==> src/rtl/fpb_pkg.sv <==
package fpb_pkg;
    localparam int BYTE_W     = 8;
    localparam int PAGE_BYTES = 256;
    localparam int PTR_W      = $clog2(PAGE_BYTES);
    localparam int CNT_W      = PTR_W + 1;
    localparam int BIT_CNT_W  = $clog2(2 * BYTE_W);

    localparam logic [6:0] REG_DEV = 7'h4A;
    localparam logic [6:0] WIN_DEV = 7'h4F;

    localparam logic [7:0] IDX_MID    = 8'h8E;
    localparam logic [7:0] IDX_HI     = 8'h8F;
    localparam logic [7:0] IDX_UNLOCK = 8'hDA;
    localparam logic [7:0] UNLOCK_KEY = 8'h55;

    localparam logic [7:0] OP_READ  = 8'h03;
    localparam logic [7:0] OP_WREN  = 8'h06;
    localparam logic [7:0] OP_PROG  = 8'h02;
    localparam logic [7:0] OP_DUMMY = 8'h00;

    typedef enum logic [2:0] {
        S_IDLE, S_RGAP, S_RHDR, S_RBYTE, S_WEN, S_WGAP, S_PHDR, S_PDATA
    } seq_state_e;

    typedef struct packed {
        logic [7:0] hi;
        logic [7:0] mid;
        logic [7:0] off;
    } flash_addr_t;

    function automatic logic [7:0] hdr_byte(input logic [7:0] op,
                                            input flash_addr_t a,
                                            input logic [1:0] idx);
        case (idx)
            2'd0:    return op;
            2'd1:    return a.hi;
            2'd2:    return a.mid;
            default: return a.off;
        endcase
    endfunction
endpackage

==> src/rtl/fpb_regs.sv <==
module fpb_regs import fpb_pkg::*; (
    input  logic             clk,
    input  logic             rst,
    input  logic             sess_start,
    input  logic             sel,
    input  logic             wr,
    input  logic [BYTE_W-1:0] wdata,
    input  logic             rd,
    output logic [BYTE_W-1:0] page_hi,
    output logic [BYTE_W-1:0] page_mid,
    output logic             hw_en,
    output logic [BYTE_W-1:0] rdata,
    output logic             rvalid
);
    logic [BYTE_W-1:0] idx;
    logic              have_idx;

    always_ff @(posedge clk) begin
        if (rst) begin
            idx      <= '0;
            have_idx <= 1'b0;
            page_hi  <= '0;
            page_mid <= '0;
            hw_en    <= 1'b0;
            rdata    <= '0;
            rvalid   <= 1'b0;
        end else begin
            rvalid <= 1'b0;
            if (sess_start) begin
                have_idx <= 1'b0;
            end else if (sel && wr) begin
                if (!have_idx) begin
                    idx      <= wdata;
                    have_idx <= 1'b1;
                end else begin
                    case (idx)
                        IDX_MID:    page_mid <= wdata;
                        IDX_HI:     page_hi  <= wdata;
                        IDX_UNLOCK: hw_en    <= (wdata == UNLOCK_KEY);
                        default:    ;
                    endcase
                end
            end
            if (sel && rd) begin
                rvalid <= 1'b1;
                case (idx)
                    IDX_MID:    rdata <= page_mid;
                    IDX_HI:     rdata <= page_hi;
                    IDX_UNLOCK: rdata <= {{(BYTE_W-1){1'b0}}, hw_en};
                    default:    rdata <= '0;
                endcase
            end
        end
    end
endmodule

==> src/rtl/fpb_spi_byte.sv <==
module fpb_spi_byte import fpb_pkg::*; (
    input  logic              clk,
    input  logic              rst,
    input  logic              go,
    input  logic [BYTE_W-1:0] tx,
    input  logic              miso,
    output logic              sclk,
    output logic              mosi,
    output logic              done,
    output logic [BYTE_W-1:0] rx
);
    logic [BIT_CNT_W-1:0] cnt;
    logic                 active;
    logic [BYTE_W-1:0]    sh;

    always_ff @(posedge clk) begin
        if (rst) begin
            cnt    <= '0;
            active <= 1'b0;
            sh     <= '0;
            done   <= 1'b0;
        end else begin
            done <= 1'b0;
            if (go) begin
                sh     <= tx;
                cnt    <= '0;
                active <= 1'b1;
            end else if (active) begin
                cnt <= cnt + 1'b1;
                if (cnt[0]) sh <= {sh[BYTE_W-2:0], miso};
                if (cnt == BIT_CNT_W'(2 * BYTE_W - 1)) begin
                    active <= 1'b0;
                    done   <= 1'b1;
                end
            end
        end
    end

    assign sclk = active & cnt[0];
    assign mosi = sh[BYTE_W-1];
    assign rx   = sh;
endmodule

==> src/rtl/fpb_page_buf.sv <==
module fpb_page_buf #(
    parameter int DEPTH = 256,
    parameter int WIDTH = 8,
    localparam int AW = $clog2(DEPTH)
) (
    input  logic             clk,
    input  logic             wr_en,
    input  logic [AW-1:0]    wr_addr,
    input  logic [WIDTH-1:0] wr_data,
    input  logic [AW-1:0]    rd_addr,
    output logic [WIDTH-1:0] rd_data
);
    logic [WIDTH-1:0] mem [DEPTH];

    always_ff @(posedge clk) begin
        if (wr_en) mem[wr_addr] <= wr_data;
    end

    assign rd_data = mem[rd_addr];
endmodule

==> src/rtl/flash_page_bridge.sv <==
module flash_page_bridge import fpb_pkg::*; (
    input  logic       clk,
    input  logic       rst,
    input  logic       bus_start,
    input  logic [6:0] bus_dev,
    input  logic       bus_wr,
    input  logic [7:0] bus_wdata,
    input  logic       bus_rd,
    input  logic       bus_stop,
    output logic [7:0] bus_rdata,
    output logic       bus_rvalid,
    output logic       busy,
    output logic       spi_cs_n,
    output logic       spi_sclk,
    output logic       spi_mosi,
    input  logic       spi_miso
);
    logic              reg_sess, win_sess, first, ovf, stream_open;
    logic [CNT_W-1:0]  wcnt, pidx;
    logic [PTR_W-1:0]  rd_ptr, off;
    logic [1:0]        hdr_idx;
    logic              go, done;
    logic [7:0]        tx, rx, buf_q, rdata_w;
    logic              rvalid_w;
    seq_state_e        st;
    flash_addr_t       prog_a, rd_a;

    logic [7:0] page_hi, page_mid, reg_rdata;
    logic       hw_en, reg_rvalid;

    // Window strobes and the conditions that start a program sequence.
    logic win_wr, win_rd, buf_we, prog_ok;
    assign win_wr  = win_sess && bus_wr;
    assign win_rd  = win_sess && bus_rd;
    assign buf_we  = win_wr && !first && hw_en && (wcnt < CNT_W'(PAGE_BYTES));
    assign prog_ok = win_sess && hw_en && (wcnt != '0) && !ovf;
    assign rd_a    = '{hi: page_hi, mid: page_mid, off: rd_ptr};

    fpb_regs i_regs (
        .clk(clk), .rst(rst), .sess_start(bus_start), .sel(reg_sess),
        .wr(bus_wr), .wdata(bus_wdata), .rd(bus_rd),
        .page_hi(page_hi), .page_mid(page_mid), .hw_en(hw_en),
        .rdata(reg_rdata), .rvalid(reg_rvalid)
    );

    fpb_spi_byte i_shift (
        .clk(clk), .rst(rst), .go(go), .tx(tx), .miso(spi_miso),
        .sclk(spi_sclk), .mosi(spi_mosi), .done(done), .rx(rx)
    );

    fpb_page_buf #(.DEPTH(PAGE_BYTES), .WIDTH(BYTE_W)) i_buf (
        .clk(clk), .wr_en(buf_we), .wr_addr(wcnt[PTR_W-1:0]), .wr_data(bus_wdata),
        .rd_addr(pidx[PTR_W-1:0]), .rd_data(buf_q)
    );

    always_ff @(posedge clk) begin
        if (rst) begin
            reg_sess <= 1'b0; win_sess <= 1'b0; first <= 1'b0; ovf <= 1'b0;
            stream_open <= 1'b0; wcnt <= '0; pidx <= '0; rd_ptr <= '0; off <= '0;
            hdr_idx <= '0; go <= 1'b0; tx <= '0; rdata_w <= '0; rvalid_w <= 1'b0;
            busy <= 1'b0; spi_cs_n <= 1'b1; prog_a <= '0; st <= S_IDLE;
        end else begin
            go       <= 1'b0;
            rvalid_w <= 1'b0;
            if (bus_start) begin
                reg_sess <= (bus_dev == REG_DEV);
                win_sess <= (bus_dev == WIN_DEV) && !busy;
                if ((bus_dev == WIN_DEV) && !busy) begin
                    first <= 1'b1;
                    wcnt  <= '0;
                    ovf   <= 1'b0;
                end
            end
            if (bus_stop) begin
                reg_sess <= 1'b0;
                win_sess <= 1'b0;
            end
            if (win_wr) begin
                if (first) begin
                    off    <= bus_wdata;
                    rd_ptr <= bus_wdata;
                    first  <= 1'b0;
                end else if (hw_en) begin
                    if (wcnt == CNT_W'(PAGE_BYTES)) ovf <= 1'b1;
                    else                            wcnt <= wcnt + 1'b1;
                end
            end
            case (st)
                S_IDLE: begin
                    if (bus_stop && prog_ok) begin
                        busy        <= 1'b1;
                        prog_a      <= '{hi: page_hi, mid: page_mid, off: off};
                        spi_cs_n    <= 1'b0;
                        go          <= 1'b1;
                        tx          <= OP_WREN;
                        stream_open <= 1'b0;
                        st          <= S_WEN;
                    end else if ((bus_start || bus_stop) && stream_open) begin
                        spi_cs_n    <= 1'b1;
                        stream_open <= 1'b0;
                    end else if (win_rd) begin
                        if (stream_open && rd_ptr != '0) begin
                            go <= 1'b1;
                            tx <= OP_DUMMY;
                            st <= S_RBYTE;
                        end else if (stream_open) begin
                            spi_cs_n <= 1'b1;      // page wrap: close and reopen
                            st       <= S_RGAP;
                        end else begin
                            spi_cs_n    <= 1'b0;
                            go          <= 1'b1;
                            tx          <= OP_READ;
                            hdr_idx     <= '0;
                            stream_open <= 1'b1;
                            st          <= S_RHDR;
                        end
                    end
                end
                S_RGAP: begin
                    spi_cs_n    <= 1'b0;
                    go          <= 1'b1;
                    tx          <= OP_READ;
                    hdr_idx     <= '0;
                    stream_open <= 1'b1;
                    st          <= S_RHDR;
                end
                S_RHDR: if (done) begin
                    go <= 1'b1;
                    if (hdr_idx == 2'd3) begin
                        tx <= OP_DUMMY;
                        st <= S_RBYTE;
                    end else begin
                        hdr_idx <= hdr_idx + 2'd1;
                        tx      <= hdr_byte(OP_READ, rd_a, hdr_idx + 2'd1);
                    end
                end
                S_RBYTE: if (done) begin
                    rdata_w  <= rx;
                    rvalid_w <= 1'b1;
                    rd_ptr   <= rd_ptr + 1'b1;
                    st       <= S_IDLE;
                end
                S_WEN: if (done) begin
                    spi_cs_n <= 1'b1;
                    st       <= S_WGAP;
                end
                S_WGAP: begin
                    spi_cs_n <= 1'b0;
                    go       <= 1'b1;
                    tx       <= OP_PROG;
                    hdr_idx  <= '0;
                    pidx     <= '0;
                    st       <= S_PHDR;
                end
                S_PHDR: if (done) begin
                    go <= 1'b1;
                    if (hdr_idx == 2'd3) begin
                        tx   <= buf_q;
                        pidx <= pidx + 1'b1;
                        st   <= S_PDATA;
                    end else begin
                        hdr_idx <= hdr_idx + 2'd1;
                        tx      <= hdr_byte(OP_PROG, prog_a, hdr_idx + 2'd1);
                    end
                end
                S_PDATA: if (done) begin
                    if (pidx == wcnt) begin
                        spi_cs_n <= 1'b1;
                        busy     <= 1'b0;
                        st       <= S_IDLE;
                    end else begin
                        go   <= 1'b1;
                        tx   <= buf_q;
                        pidx <= pidx + 1'b1;
                    end
                end
                default: st <= S_IDLE;
            endcase
        end
    end

    assign bus_rvalid = rvalid_w | reg_rvalid;
    assign bus_rdata  = reg_rvalid ? reg_rdata : rdata_w;
endmodule

==> config.mk <==
export PLATFORM = sky130hd
export DESIGN_NAME = flash_page_bridge
export DESIGN_NICKNAME = d
export VERILOG_FILES = /design/src/rtl/fpb_pkg.sv /design/src/rtl/fpb_regs.sv /design/src/rtl/fpb_spi_byte.sv /design/src/rtl/fpb_page_buf.sv /design/src/rtl/flash_page_bridge.sv
export SDC_FILE = /design/constraint.sdc
export NUM_CORES = 2
export LEC_CHECK = 0
export CAP_MARGIN = 20
export CORE_MARGIN = 2
export CORE_UTILIZATION = 60
export DETAILED_ROUTE_END_ITERATION = 8
export DONT_BUFFER_PORTS = 1
export HOLD_SLACK_MARGIN = 0.08
export PLACE_DENSITY = 0.76
export SLEW_MARGIN = 0
export SYNTH_ARGS = -nofsm -noshare
export SYNTH_HDL_FRONTEND = slang
export SYNTH_HIERARCHICAL = 1
export SYNTH_SLANG_ARGS = --single-unit
==> constraint.sdc <==
create_clock -name clk -period 9.75 [get_ports clk]
set_input_delay 0.975 -clock clk [delete_from_list [all_inputs] [get_ports clk]]
set_output_delay 0.975 -clock clk [all_outputs]
set_load 0.03 [all_outputs]
### Yosys cells after proc, flatten, opt, wreduce, memory -nomap -nowiden

Memories as Yosys holds them, arrays and structs flattened. A register that Yosys moved wholly into a read port is not among the register bits.
Cells that the tools add are included.

* register bits: 137
* RAM bits: 2048
* output and inout bits: 13
* word-level logic and storage cells: 239
* memories: 1

* add/subtract/negate cells: 5
* magnitude comparators: 1
* equality and inequality tests: 41
* multiplexer cells: 102
* bitwise gates (word level): 6
* reduce and logical (&&, ||, !) cells: 52

Memory list
* i_buf.mem: depth 256, bits a word 8, rd ports 1, clocked after Yosys merged registers in 1, write ports 1, line fpb_page_buf.sv:13 `logic [WIDTH-1:0] mem [DEPTH];`

Operators by type and width (number)
* $mux W8: 21
* $mux W9: 10
* $pmux W8 S3: 3
* $pmux W8 S6: 1
* $mux W1: 40
* $mux W3: 11
* $pmux W9 S3: 1
* $eq A8 B8 Y1 const B: 3
* $pmux W3 S8: 1
* $ne A2 B2 Y1 const B: 11
* $add A9 B1 Y9 const B: 2
* $mux W2: 9
* $reduce_and A4 Y1: 4
* $reduce_and A8 Y1: 2
* $eq A7 B7 Y1 const B: 2
* $logic_and A1 B1 Y1: 14
* $eq A3 B3 Y1 const B: 4
* $ne A2 B1 Y1 const B: 6
* $ne A4 B4 Y1 const B: 3
* $reduce_or A2 Y1: 6
* $reduce_and A10 Y1: 1
* $eq A9 B9 Y1: 1
* $eq A9 B9 Y1 const B: 1
* $lt A9 B9 Y1 const B: 1
* 31 further kinds: 49

### Depth between registers and ports, before layout

* depth after elaboration: 8
* gate-level depth with buffers: 16

### Cells and area by module

The synthesis kept the hierarchy.

By module, submodules not included
* fpb_page_buf: instances 1, cells an instance 3725, area an instance 79396.1 sq um
* flash_page_bridge: instances 1, cells an instance 615, area an instance 4857.2 sq um
* fpb_regs: instances 1, cells an instance 151, area an instance 1541.5 sq um
* fpb_spi_byte: instances 1, cells an instance 69, area an instance 733.2 sq um

### Worst setup path after synthesis

Ideal clock, no wire load.

* path kind: reg2reg
* start: register pidx[0]
* end: register tx[0]
* library setup time: 0.125 ns
* data arrival time: 2.963 ns
* data required time: 9.625 ns
* path slack: 6.662 ns
* stages on the path, launching flop included: 13
* clock period less this slack: 3.088 ns
* path through: dfxtp_1 > buf_6 > buf_6 > mux4_2 > mux4_2 > nor2b_1 > nor4_1 > nor4_2 > and3_1 > o21ai_0 > o41ai_1 > o31ai_1 > mux2i_1

* cells in the longest elaborated chain, start to end: 3

Ends and longest elaborated chain
* from (decl): line flash_page_bridge.sv:19 `logic [CNT_W-1:0] wcnt, pidx;`
* from (signal assigned): line flash_page_bridge.sv:159 `pidx <= pidx + 1'b1;`
* from (signal assigned): line flash_page_bridge.sv:174 `pidx <= pidx + 1'b1;`
* $eq A9 B9 Y1: line flash_page_bridge.sv:167 `if (pidx == wcnt) begin`
* $ne A2 B2 Y1 (no line)
* $reduce_and A8 Y1 (no line)
* to (signal assigned): line flash_page_bridge.sv:158 `tx <= buf_q;`
* to (signal assigned): line flash_page_bridge.sv:163 `tx <= hdr_byte(OP_PROG, prog_a, hdr_idx + 2'd1);`
* to (signal assigned): line flash_page_bridge.sv:173 `tx <= buf_q;`
* to (decl): line flash_page_bridge.sv:23 `logic [7:0] tx, rx, buf_q, rdata_w;`

Every way passes these cells.
A chain may end at the register's enable or synchronous reset.

### Final worst setup path

* start: register pidx[0]
* end: register tx[1]

The elaborated chain is that of the path after synthesis.

==> impl_metrics.yaml <==
logic_synthesis:
  yosysSeqAreaShare_pct: 74.2
  ys_top_cells_by_area: "edfxtp_1, mux4_2, dfxtp_1"
  synth.top_cell.area_share_pct: 71.1
  ys_ff_latch: 2185
  syn_area_sq_mm: 0.0865
  syn_nets: 4593
  yosysWarnings: 6
  synth_top_area_cell: "edfxtp_1"
  avgSynthCellArea_sq_um: 19.0
  synth_edf_count: 2048
  synth_top_flop_cell: "edfxtp_1"
  synth_async_sr_flop_share_pct: 0
  synth_cells: 4560
  yosysMostFrequentCell: "edfxtp_1"
  synth_cell_types: 98
  synth_commonest_cells: "edfxtp_1, mux4_2, nor2_1"
critical_path:
  r2r-end: "tx[1]"
  crit_top_cell: "buf_4"
  worstPathBufferInverterCount: 3
  crit_chain: "buf_4 -> buf_4 -> mux4_1 -> mux4_2 -> nor2_1 -> a2111oi_1 -> nor3_1 -> nor4_1 -> inv_1 -> a21oi_1 -> a311oi_1 -> a221o_1 -> mux2i_1"
  critical-path-max-stage-delay_ps: 880
  crit_start: "pidx[0]"
  cp_top_family: "buffers and inverters"
  path_max_fanout: 48
  required_ps: 10510
  rrSetupSlack_ps: 4300
  path_class: "reg -> reg"
  r2r_start: "pidx[0]"
  worstRegToRegCells: 13
  worstPathArrival_ps: 6210
  start_kind: "register"
  cp-endpoint: "tx[1]"
  crit_cells: 13
  cpMaxStageDelayCell: "a2111oi_1"
  end_kind: "register"
timing:
  final.setup.tns_ps: 0
  finClkSkew_ps: 24.5
  setup_violations: 0
  final_max_slew_viol_count: 0
  period_minus_slack_ps: 5450
  worstMarginPinSlew_ps: 1120
  rsz0062_at_grt: "false"
  clock.fmax_mhz: 183
  max_slew_margin_pct: 25.2
  fin_crit_sh_pct: 55.9
  hold_violations: 0
clock_network:
  cts_buffers: 204
  clkTransAtPathRegs_ps: 60
  cts_buffer_depth: 3
  cts_sinks: 2185
  post_cts_resized: 0
  clock_latency_ps: 830
  cts_setup_buffers: 0
  cts.hold.buffers_added: 0
  h-tree-depth: 4
  cts_tree: "done"
  clockRootBuffer: "clkbuf_16"
placed_design:
  dpl.hpwl_mm: 117
  numPortBuffers: 0
  dpl_cell_area_sq_mm: 0.0879
  gp_congestion: 0.874
detailed_routing:
  wirelength_mm: 206
  wl_per_cell_microns: 31.2
  viasPerCell: 6.87
  drcViolationCount: 0
  drtIter0Drc: 6124
  antenna_left: 0
  via_count: 45400
  first_pass_iters: 6
global_routing:
  grt.busiest_layer: "met2"
  grt_pass1_wl_mm: 303
  use_met2_pct: 43.7
  grt_overflow: 0
  grtUsageTotal_pct: 28.3
  grt_pass1_vias: 44200
  grt_max_degree: 262
  grt_util_met1_pct: 40.2
  antenna_found_initial: 6
  use_met3_pct: 7.15
finish:
  syn_to_final_growth_pct: 8.75
  drive_gt1_share_pct: 18.7
  num-nets-final: 4576
  final_area_sq_mm: 0.0941
  seqCellArea_sq_mm: 0.0643
  multiInputGateArea_sq_mm: 0.0206
  fillCellCount: 9208
die:
  die_area_sq_mm: 0.147
  initial_utilization_pct: 60.4
  row_count: 139
  die_y_microns: 384
  dieWidth_microns: 384
  io_pins: 35
  core_sq_mm: 0.143
power:
  p_leak_nw: 28.0
  p_per_area_mw_per_mm2: 190
  peakVddDrop_mv: 0.236
worst_hold_path:
  hp-class: "in -> reg"
  min_path_cells: 1
outcome:
  status: "completed"
job:
  drv_cap: 0
[routing by layer]
layer / share of wire (%) / up-vias
met4: 3.4 / 10
met1: 38 / 23600
met5: 0.033 / -
li1: - / 18700
met2: 48 / 2673
met3: 11 / 429
[registers in the layout, summed over array words and instances, names as in the netlist, 2 cells and up]
| signal | count |
|---|---|
| i_buf/mem | 2048 |
| rdata_w | 8 |
| hdr_idx | 2 |
| i_shift/rx | 8 |
| rd_ptr | 8 |
| i_regs/page_mid | 8 |
| st | 3 |
| i_shift/cnt | 4 |
| wcnt | 9 |
| i_regs/page_hi | 8 |
| pidx | 9 |
| i_regs/idx | 8 |
| tx | 8 |
| i_regs/rdata | 8 |
| off | 8 |
| prog_a | 24 |
[placed cells by master, fill, tap and decap left out, drive strengths merged, types with 27 or more instances in the layout]
| master | n |
|---|---|
| a211oi | 27 |
| a21oi | 170 |
| a22oi | 139 |
| buf | 72 |
| clkbuf | 251 |
| clkinv | 91 |
| dfxtp | 137 |
| edfxtp | 2048 |
| inv | 28 |
| mux2i | 176 |
| mux4 | 457 |
| nand2 | 171 |
| nand2b | 35 |
| nand3 | 45 |
| nor2 | 335 |
| nor2b | 48 |
| nor3 | 41 |
| nor4 | 32 |
| o21ai | 37 |
| o221ai | 47 |
| o22ai | 28 |
[logic make-up (layout without fill, tap and decap cells)]
group / after synthesis / after routing / synth area share (%)
AO/OA/AOI/OAI: 577 / 577 / 4.73
AND/OR/NAND/NOR: 812 / 812 / 4.51
multiplexers: 651 / 651 / 14.2
XOR/XNOR: 10 / 10 / 0.101
flip-flops: 2185 / 2185 / 74.2
adder cells (fa/ha/maj): 11 / 11 / 0.159
other: 0 / 1 / 0
buffers and inverters: 314 / 462 / 2.09
[area by class of cell]
class,count,area share (%)
flip-flops and latches,2185,68.3
well taps,1903,2.53
inverters,19,0.0758
clock inverters,120,0.972
clock buffers,251,5.66
repair buffers,72,0.638
diodes,1,0.00266
multi-input cells,2061,21.8
[stage by stage]
step	power [mW]	std cells	hold WS, ps	utilization, %	setup WS (ps)
after floorplan	10.5	4560	428	-	6660
after global placement	10.5	6238	430	61.3	4330
after detailed placement	10.5	6239	436	61.3	4310
after CTS	17.9	6610	174	65.7	4290
after global routing	18.3	6611	187	65.7	3910
final	17.8	6612	219	65.7	4300
[power by group]
| part | switching, mW | leakage (nW) | total [mW] | internal (mW) |
|---|---|---|---|---|
| logic | 0.0284 | 5.49 | 0.0538 | 0.0254 |
| clock network | 3.39 | 3.04 | 7.52 | 4.14 |
| registers | 0.0167 | 19.5 | 10.3 | 10.2 |
| total | 3.43 | 28.0 | 17.8 | 14.4 |
[how the worst min path moves through the flow]
stage / from / endpoint / slack [ps]
after CTS: rst / i_regs/rdata[2] / 170
after detailed placement: off[6] / prog_a[6] / 440
after global placement: i_regs/rdata[7] / i_regs/rdata[7] / 430
after floorplan: i_regs/rdata[1] / i_regs/rdata[1] / 430
final: bus_stop / reg_sess / 220
after global routing: rst / i_regs/rdata[5] / 190
(Power assumes the default switching activity.)
